===== src/rtl/cds_pkg.sv =====
package cds_pkg;

   typedef enum logic [2:0] {
      PH_IDLE      = 3'd0,
      PH_BREAK     = 3'd1,
      PH_CAL_RST   = 3'd2,
      PH_CAL_CONV  = 3'd3,
      PH_MEAS_RST  = 3'd4,
      PH_MEAS_CONV = 3'd5
   } phase_e;

   typedef enum logic [1:0] {
      PLATE_OPEN = 2'b00,
      PLATE_GND  = 2'b01,
      PLATE_REF  = 2'b10
   } plate_e;

   typedef enum logic [1:0] {
      DAC_GND = 2'b00,
      DAC_SAR = 2'b01,
      DAC_PRE = 2'b10
   } dacsrc_e;

endpackage


===== src/rtl/cds_settle_timer.sv =====
module cds_settle_timer #(
   parameter int W = 8
) (
   input  logic         clk,
   input  logic         rst_n,
   input  logic         load,
   input  logic [W-1:0] load_val,
   output logic         expired
);

   if (W < 1 || W > 16) begin : g_chk_w
      $error("cds_settle_timer: W out of range");
   end

   logic [W-1:0] cnt_q;

   always_ff @(posedge clk or negedge rst_n) begin
      if (!rst_n) begin
         cnt_q <= '0;
      end else if (load) begin
         cnt_q <= load_val;
      end else if (cnt_q != '0) begin
         cnt_q <= cnt_q - 1'b1;
      end
   end

   assign expired = (cnt_q == '0);

   // a freshly loaded non-zero interval cannot report expiry on the next cycle
   p_fresh_load_r7: assert property (@(posedge clk) disable iff (!rst_n)
      (load && load_val != '0) |=> !expired);

endmodule


===== src/rtl/cds_phase_fsm.sv =====
module cds_phase_fsm
   import cds_pkg::*;
#(
   parameter bit RESIDUAL_EN = 1'b1
) (
   input  logic   clk,
   input  logic   rst_n,
   input  logic   start,
   input  logic   residual_req,
   input  logic   expired,
   input  logic   sar_done,
   input  logic   sat,
   output phase_e phase,
   output logic   swap,
   output logic   sar_start,
   output logic   load_tmr,
   output logic   cal_capture,
   output logic   meas_capture,
   output logic   run_begin,
   output logic   fin_ok,
   output logic   fin_err,
   output logic   busy
);

   phase_e state_q, state_d, after_q, after_d;
   logic   swap_q, swap_d;
   logic   launched_q;
   logic   resid_q;
   logic   resid_take;

   if (RESIDUAL_EN) begin : g_resid_on
      assign resid_take = residual_req;
   end else begin : g_resid_off
      assign resid_take = 1'b0;
   end

   always_comb begin
      state_d      = state_q;
      after_d      = after_q;
      swap_d       = swap_q;
      sar_start    = 1'b0;
      cal_capture  = 1'b0;
      meas_capture = 1'b0;
      run_begin    = 1'b0;
      fin_ok       = 1'b0;
      fin_err      = 1'b0;
      case (state_q)
         PH_IDLE: begin
            if (start) begin
               state_d   = PH_BREAK;
               after_d   = PH_CAL_RST;
               swap_d    = 1'b0;
               run_begin = 1'b1;
            end
         end
         PH_BREAK: begin
            state_d = after_q;
         end
         PH_CAL_RST: begin
            if (expired) begin
               state_d = PH_BREAK;
               after_d = PH_CAL_CONV;
            end
         end
         PH_CAL_CONV: begin
            sar_start = expired && !launched_q;
            if (launched_q && sar_done) begin
               cal_capture = 1'b1;
               if (sat) begin
                  fin_err = 1'b1;
                  state_d = PH_IDLE;
               end else begin
                  state_d = PH_BREAK;
                  after_d = PH_MEAS_RST;
               end
            end
         end
         PH_MEAS_RST: begin
            if (expired) begin
               state_d = PH_BREAK;
               after_d = PH_MEAS_CONV;
            end
         end
         PH_MEAS_CONV: begin
            sar_start = expired && !launched_q;
            if (launched_q && sar_done) begin
               meas_capture = 1'b1;
               if (resid_q && !swap_q) begin
                  state_d = PH_BREAK;
                  after_d = PH_CAL_RST;
                  swap_d  = 1'b1;
               end else begin
                  fin_ok  = 1'b1;
                  state_d = PH_IDLE;
               end
            end
         end
         default: state_d = PH_IDLE;
      endcase
      load_tmr = (state_d != state_q);
   end

   always_ff @(posedge clk or negedge rst_n) begin
      if (!rst_n) begin
         state_q    <= PH_IDLE;
         after_q    <= PH_IDLE;
         swap_q     <= 1'b0;
         launched_q <= 1'b0;
         resid_q    <= 1'b0;
      end else begin
         state_q    <= state_d;
         after_q    <= after_d;
         swap_q     <= swap_d;
         launched_q <= (state_d != state_q) ? 1'b0 : (launched_q | sar_start);
         if (run_begin) resid_q <= resid_take;
      end
   end

   assign phase = state_q;
   assign swap  = swap_q;
   assign busy  = (state_q != PH_IDLE);

   // a launch only happens once the settle interval has run out
   p_launch_after_settle_r7: assert property (@(posedge clk) disable iff (!rst_n)
      sar_start |-> expired);
   // a single launch per conversion phase
   p_single_launch_r11: assert property (@(posedge clk) disable iff (!rst_n)
      sar_start |=> !sar_start);
   // results are only taken on a done from the engine
   p_capture_on_done_r11: assert property (@(posedge clk) disable iff (!rst_n)
      (cal_capture || meas_capture) |-> sar_done);
   // a run only begins from idle
   p_begin_from_idle_r10: assert property (@(posedge clk) disable iff (!rst_n)
      run_begin |-> !busy);

endmodule


===== src/rtl/cds_switch_map.sv =====
module cds_switch_map
   import cds_pkg::*;
(
   input  phase_e  phase,
   input  logic    swap,
   input  logic    open_loop,
   output plate_e  s1_ctl,
   output plate_e  s2_ctl,
   output logic    s3_close,
   output logic    s3_gnd,
   output dacsrc_e dac_sel
);

   plate_e ref_pl, sns_pl;

   always_comb begin
      ref_pl   = PLATE_OPEN;
      sns_pl   = PLATE_OPEN;
      s3_close = 1'b0;
      dac_sel  = DAC_GND;
      case (phase)
         PH_CAL_RST: begin
            s3_close = 1'b1;
            ref_pl   = PLATE_GND;
            sns_pl   = PLATE_REF;
            dac_sel  = DAC_GND;
         end
         PH_CAL_CONV: begin
            ref_pl  = PLATE_GND;
            sns_pl  = PLATE_REF;
            dac_sel = DAC_SAR;
         end
         PH_MEAS_RST: begin
            s3_close = 1'b1;
            ref_pl   = PLATE_REF;
            sns_pl   = PLATE_GND;
            dac_sel  = DAC_PRE;
         end
         PH_MEAS_CONV: begin
            ref_pl  = PLATE_GND;
            sns_pl  = PLATE_REF;
            dac_sel = DAC_SAR;
         end
         default: ;
      endcase
      s1_ctl = swap ? sns_pl : ref_pl;
      s2_ctl = swap ? ref_pl : sns_pl;
      s3_gnd = s3_close & open_loop;
   end

endmodule


===== src/rtl/cds_result_store.sv =====
module cds_result_store #(
   parameter int CODE_W    = 10,
   parameter int SAT_GUARD = 0
) (
   input  logic              clk,
   input  logic              rst_n,
   input  logic [CODE_W-1:0] sar_code,
   input  logic              cal_capture,
   input  logic              meas_capture,
   input  logic              meas_clear,
   output logic              sat,
   output logic [CODE_W-1:0] cal_code,
   output logic [CODE_W-1:0] preload,
   output logic [CODE_W:0]   meas_sum
);

   localparam int SUM_W = CODE_W + 1;
   localparam logic [CODE_W-1:0] CODE_MAX = {1'b0, {(CODE_W-1){1'b1}}};
   localparam logic [CODE_W-1:0] CODE_MIN = {1'b1, {(CODE_W-1){1'b0}}};

   if (SAT_GUARD < 0 || SAT_GUARD >= (2 ** (CODE_W - 2))) begin : g_chk_guard
      $error("cds_result_store: SAT_GUARD out of range");
   end

   if (SAT_GUARD == 0) begin : g_sat_exact
      assign sat = (sar_code == CODE_MAX) || (sar_code == CODE_MIN);
   end else begin : g_sat_band
      localparam int HI_LIM = (2 ** (CODE_W - 1)) - 1 - SAT_GUARD;
      localparam int LO_LIM = SAT_GUARD - (2 ** (CODE_W - 1));
      logic signed [31:0] code_ext;
      assign code_ext = 32'($signed(sar_code));
      assign sat = (code_ext >= HI_LIM) || (code_ext <= LO_LIM);
   end

   logic [CODE_W-1:0] cal_q;
   logic [SUM_W-1:0]  sum_q;

   always_ff @(posedge clk or negedge rst_n) begin
      if (!rst_n) begin
         cal_q <= '0;
         sum_q <= '0;
      end else begin
         if (cal_capture) cal_q <= sar_code;
         if (meas_clear) begin
            sum_q <= '0;
         end else if (meas_capture) begin
            sum_q <= sum_q + {sar_code[CODE_W-1], sar_code};
         end
      end
   end

   assign cal_code = cal_q;
   assign preload  = '0 - cal_q;
   assign meas_sum = sum_q;

   // the result only moves on a clear or a captured measurement
   p_sum_hold_r6: assert property (@(posedge clk) disable iff (!rst_n)
      (!meas_capture && !meas_clear) |=> $stable(meas_sum));
   // the stored calibration code only moves on a capture
   p_cal_hold_r4: assert property (@(posedge clk) disable iff (!rst_n)
      !cal_capture |=> $stable(cal_code));

endmodule


===== src/rtl/capdiff_seq.sv =====
module capdiff_seq
   import cds_pkg::*;
#(
   parameter int CODE_W      = 10,
   parameter int SETTLE_W    = 8,
   parameter bit RESIDUAL_EN = 1'b1,
   parameter int SAT_GUARD   = 0
) (
   input  logic                clk,
   input  logic                rst_n,
   input  logic                start,
   input  logic                open_loop,
   input  logic                residual_mode,
   input  logic [SETTLE_W-1:0] settle_cnt,
   output logic                sar_start,
   input  logic                sar_done,
   input  logic [CODE_W-1:0]   sar_code,
   output logic [1:0]          s1_ctl,
   output logic [1:0]          s2_ctl,
   output logic                s3_close,
   output logic                s3_gnd,
   output logic [1:0]          dac_sel,
   output logic [CODE_W-1:0]   dac_preload,
   output logic [CODE_W-1:0]   cal_code,
   output logic [CODE_W:0]     meas_result,
   output logic                res_valid,
   output logic                range_err,
   output logic                busy
);

   if (CODE_W < 4 || CODE_W > 24) begin : g_chk_code
      $error("capdiff_seq: CODE_W out of range");
   end

   phase_e  phase;
   logic    swap, load_tmr, expired;
   logic    cal_capture, meas_capture, run_begin, fin_ok, fin_err, sat;
   logic    open_q, valid_q, err_q;
   plate_e  s1_pl, s2_pl;
   dacsrc_e dac_src;

   cds_settle_timer #(.W(SETTLE_W)) u_timer (
      .clk      (clk),
      .rst_n    (rst_n),
      .load     (load_tmr),
      .load_val (settle_cnt),
      .expired  (expired)
   );

   cds_phase_fsm #(.RESIDUAL_EN(RESIDUAL_EN)) u_fsm (
      .clk          (clk),
      .rst_n        (rst_n),
      .start        (start),
      .residual_req (residual_mode),
      .expired      (expired),
      .sar_done     (sar_done),
      .sat          (sat),
      .phase        (phase),
      .swap         (swap),
      .sar_start    (sar_start),
      .load_tmr     (load_tmr),
      .cal_capture  (cal_capture),
      .meas_capture (meas_capture),
      .run_begin    (run_begin),
      .fin_ok       (fin_ok),
      .fin_err      (fin_err),
      .busy         (busy)
   );

   cds_switch_map u_map (
      .phase     (phase),
      .swap      (swap),
      .open_loop (open_q),
      .s1_ctl    (s1_pl),
      .s2_ctl    (s2_pl),
      .s3_close  (s3_close),
      .s3_gnd    (s3_gnd),
      .dac_sel   (dac_src)
   );

   cds_result_store #(.CODE_W(CODE_W), .SAT_GUARD(SAT_GUARD)) u_store (
      .clk          (clk),
      .rst_n        (rst_n),
      .sar_code     (sar_code),
      .cal_capture  (cal_capture),
      .meas_capture (meas_capture),
      .meas_clear   (run_begin),
      .sat          (sat),
      .cal_code     (cal_code),
      .preload      (dac_preload),
      .meas_sum     (meas_result)
   );

   always_ff @(posedge clk or negedge rst_n) begin
      if (!rst_n) begin
         open_q  <= 1'b0;
         valid_q <= 1'b0;
         err_q   <= 1'b0;
      end else begin
         if (run_begin) begin
            open_q  <= open_loop;
            valid_q <= 1'b0;
            err_q   <= 1'b0;
         end
         if (fin_ok)  valid_q <= 1'b1;
         if (fin_err) err_q   <= 1'b1;
      end
   end

   assign s1_ctl    = s1_pl;
   assign s2_ctl    = s2_pl;
   assign dac_sel   = dac_src;
   assign res_valid = valid_q;
   assign range_err = err_q;

   // a driven plate either keeps its level or opens first
   p_bbm_s1_r8: assert property (@(posedge clk) disable iff (!rst_n)
      (s1_ctl != 2'b00) |=> (s1_ctl == $past(s1_ctl)) || (s1_ctl == 2'b00));
   p_bbm_s2_r8: assert property (@(posedge clk) disable iff (!rst_n)
      (s2_ctl != 2'b00) |=> (s2_ctl == $past(s2_ctl)) || (s2_ctl == 2'b00));
   // leaving reset passes through an all-open cycle
   p_reset_exit_r8: assert property (@(posedge clk) disable iff (!rst_n)
      s3_close |=> s3_close || (s1_ctl == 2'b00 && s2_ctl == 2'b00 && dac_sel == 2'b00));
   // conversions run with the node floating and the DAC on the SAR code
   p_conv_float_r2: assert property (@(posedge clk) disable iff (!rst_n)
      sar_start |-> (!s3_close && dac_sel == 2'b01));
   // the preload cancels the stored calibration code
   p_preload_neg_r4: assert property (@(posedge clk) disable iff (!rst_n)
      (dac_sel == 2'b10) |-> ((dac_preload + cal_code) == '0));
   // ground tie only while the reset switch is closed
   p_gnd_tie_r5: assert property (@(posedge clk) disable iff (!rst_n)
      s3_gnd |-> s3_close);
   // the two status outcomes exclude each other
   p_status_excl_r9: assert property (@(posedge clk) disable iff (!rst_n)
      !(res_valid && range_err));
   // a new run starts with the valid flag cleared
   p_valid_cleared_r10: assert property (@(posedge clk) disable iff (!rst_n)
      (busy && !$past(busy)) |-> !res_valid);

endmodule


===== config.mk =====
export PLATFORM = sky130hd
export DESIGN_NAME = capdiff_seq
export DESIGN_NICKNAME = d
export VERILOG_FILES = /design/src/rtl/cds_pkg.sv /design/src/rtl/cds_settle_timer.sv /design/src/rtl/cds_phase_fsm.sv /design/src/rtl/cds_switch_map.sv /design/src/rtl/cds_result_store.sv /design/src/rtl/capdiff_seq.sv
export SDC_FILE = /design/constraint.sdc
export NUM_CORES = 1
export LEC_CHECK = 0
export BUFFER_PORTS_ARGS = -buffer_cell sky130_fd_sc_hd__buf_2
export CORE_MARGIN = 3
export CORE_UTILIZATION = 30
export CTS_CLUSTER_DIAMETER = 100
export CTS_CLUSTER_SIZE = 25
export DETAILED_ROUTE_END_ITERATION = 8
export GPL_ROUTABILITY_DRIVEN = 1
export GPL_TIMING_DRIVEN = 0
export MAX_ROUTING_LAYER = met4
export SYNTH_ARGS = -nofsm -noshare
export SYNTH_HDL_FRONTEND = slang
export SYNTH_SLANG_ARGS = --single-unit

===== constraint.sdc =====
create_clock -name clk -period 6 [get_ports clk]
set_input_delay 1.2 -clock clk [delete_from_list [all_inputs] [get_ports clk]]
set_output_delay 1.2 -clock clk [all_outputs]
set_load 0.01 [all_outputs]

==> impl_metrics.tcl <==
set metrics [dict create \
    core.rowCount 33 \
    die_h_um 100.2 \
    cts_tree "built" \
    cts_resized 0 \
    clk-insertion-delay-late_ns 0.30 \
    ys_warn_count 0 \
    wl_per_cell_um 14.38 \
    post-cts-setup-buffer-count 0 \
    fmax_mhz 317.1 \
    nNetsFinal 387 \
    clk_path_buf_depth 2 \
    report.final.setup_viol 0 \
    drc 0 \
    dr.pass1.iters 4 \
    vias_per_cell 5.037 \
    layout-drive-gt1-share_pct 31.34 \
    drv_cap 0 \
    syn-cell-area_um2 2660 \
    synthFlopType "dfrtp_1" \
    dieArea_um2 10030 \
    final_common_cell "buf_2" \
    diodes 0 \
    fin_hold_ws_ns 0.5019 \
    drt_iter0_markers 181 \
    fp.coreArea_um2 8423 \
    path_class "flip-flop to output pin" \
    cp.required_ns 4.80 \
    crit_path_cell_trace "or4_1 > nor3_1 > nand2_1 > xor2_1 > buf_2" \
    hpwl_mm 5.052 \
    min_path_type "flip-flop to flip-flop" \
    tightest_slew_ns 0.9297 \
    power.density_nw_per_um2 362.7 \
    grt_max_degree 42 \
    antenna_left 0 \
    gp_congestion 0.8770 \
    ir_drop_v 0.0002047 \
    overflow 0 \
    r2r_setup_slack_ns 3.45 \
    portBuffers 66 \
    final-hold-violation-count 0 \
    crit_path_end_kind "output pin" \
    die_x_um 100.2 \
    final_cell_area_um2 3233 \
    avgSynthCellArea_um2 9.603 \
    synth-edff-count 0 \
    cp_max_fo 5 \
    cp-start-kind "flip-flop" \
    via_count 2297 \
    p_leak_nw 1.555 \
    grt_use_total_pct 13.85 \
    io_pins 67 \
    synthCells 277 \
    routed_wirelength_mm 6.559 \
    min_period_over_period_pct 52.56 \
    synthArstFlopShare_pct 100.0 \
    first_global_vias 2194 \
    start_util_pct 31.58 \
    setup_tns_ns 0 \
    synthesis.nets 314 \
    cts.clk_slew.worst_paths_ns 0.09 \
    grt_pass1_wl_mm 10.76 \
    slew_headroom_pct 38.02 \
    drv_slew 0 \
    cp_slowest_cell "or4_1" \
    ys_types 52 \
    worst_slack_ns 2.847 \
    dp_slack_ns 2.731 \
    yosysSeqAreaShare_pct 38.57 \
    cts_made_buffers 5 \
    antenna_found_initial 0 \
    htreeDepth 2 \
    outcome "finished, final reports clean" \
    mostFrequentLayoutCells "buf_2, dfrtp_1, nand2_1" \
    cts_hold_buf 0 \
    clock-root-buffer "clkbuf_8" \
    cpPeakStageDelay_ns 0.59 \
    fin_crit_ns 3.153 \
    syn2layout_area_growth_pct 21.54 \
    finClkSkew_ns 0.007881 \
    rsz0062_at_grt "no" \
    postPlaceCellArea_um2 3122 \
    numClockSinks 41 \
    worstPathArrival_ns 1.95 \
    ys_ff_latch 41 \
]
==> critical path, delay by kind of cell, from the launching register on <==
family / cells / cell delay [ns]
xor+xnor: 1 / 0.15
buf+inv: 1 / 0.13
flops: 1 / 0.44
simple gates: 3 / 0.93
==> cells by family (layout without fill, tap and decap cells) <==
logic type | count (synthesis) | after routing | synth area share [%]
simple gates | 93 | 93 | 18.11
compound gates | 63 | 63 | 14.82
flops | 41 | 41 | 38.57
mux | 24 | 24 | 11.43
buf+inv | 24 | 98 | 4.421
xor+xnor | 19 | 19 | 6.256
fa+ha+maj | 13 | 13 | 6.397
==> registers in the layout, summed over array words and instances (netlist names) <==
register / count
u_store.meas_sum: 11
u_fsm.resid_q: 1
open_q: 1
u_timer.cnt_q: 8
res_valid: 1
u_fsm.phase: 3
range_err: 1
u_store.cal_code: 10
u_fsm.launched_q: 1
u_fsm.after_q: 3
u_fsm.swap: 1
==> where the power goes <==
group          total (W)  switching, W  internal [W]
registers       0.000389     0.0000553      0.000333
clock network   0.000230      0.000105      0.000125
logic           0.000554      0.000275      0.000279
total            0.00117      0.000435      0.000737
==> synthesized netlist by cell type (4+ instances only) <==
cell type | number | share of area, %
dfrtp_1 | 41 | 39
nand2_1 | 28 | 4.0
o21ai_0 | 23 | 4.3
nor2_1 | 18 | 2.5
inv_1 | 15 | 2.1
a21oi_1 | 13 | 2.4
mux2_2 | 13 | 5.5
ha_1 | 12 | 5.6
nor3_1 | 11 | 2.1
xnor2_1 | 10 | 3.3
xor2_1 | 9 | 3.0
mux2_4 | 7 | 4.0
nand2b_1 | 6 | 1.4
buf_4 | 5 | 1.4
a21o_1 | 4 | 1.1
a22o_1 | 4 | 1.3
nor4_1 | 4 | 0.94
==> per-stage QoR <==
stage	util [%]	cells	power [W]
3_5_place_dp	37.06	448	0.0009482
5_1_grt	38.38	456	0.001253
2_1_floorplan	-	277	0.0008158
4_1_cts	38.38	456	0.001182
3_3_place_gp	37.06	448	0.0009406
6_report	38.38	456	0.001173
==> worst paths after layout <==
| path | from | end | depth (start not counted) |
|---|---|---|---|
| max in group asynchronous | rst_n | u_fsm.launched_q$_DFF_PN0_ | 1 |
| max | u_store.cal_code[3]$_DFFE_PN0P_ | dac_preload[9] | 5 |
| min reg2reg | u_fsm.after_q[1]$_DFFE_PN0P_ | u_fsm.phase[1]$_DFF_PN0_ | 1 |
| min | u_fsm.after_q[1]$_DFFE_PN0P_ | u_fsm.phase[1]$_DFF_PN0_ | 1 |
| max reg2reg | u_timer.cnt_q[0]$_DFFE_PN0P_ | u_timer.cnt_q[2]$_DFFE_PN0P_ | 9 |
| min in group asynchronous | rst_n | u_store.meas_sum[2]$_DFFE_PN0P_ | 1 |
==> area by class of cell <==
cell class                      count  area [um2]
Inverter                           15       56.30
Fill cell                         865        5190
Clock inverter                      2       38.79
Timing Repair Buffer               66       330.3
Tap cell                          105       131.4
Clock buffer                        6       72.57
Buffer                              9       61.31
Multi-Input combinational cell    212        1516
Sequential cell                    41        1026
==> routing by layer <==
| metal | track usage (%) | part of all wire (%) |
|---|---|---|
| met1 | 18.28 | 47 |
| met2 | 21.92 | 48 |
| met3 | 1.737 | 3.0 |
| met4 | 4.974 | 2.0 |
| met5 | - | 0 |
(Power assumes the default switching activity.)
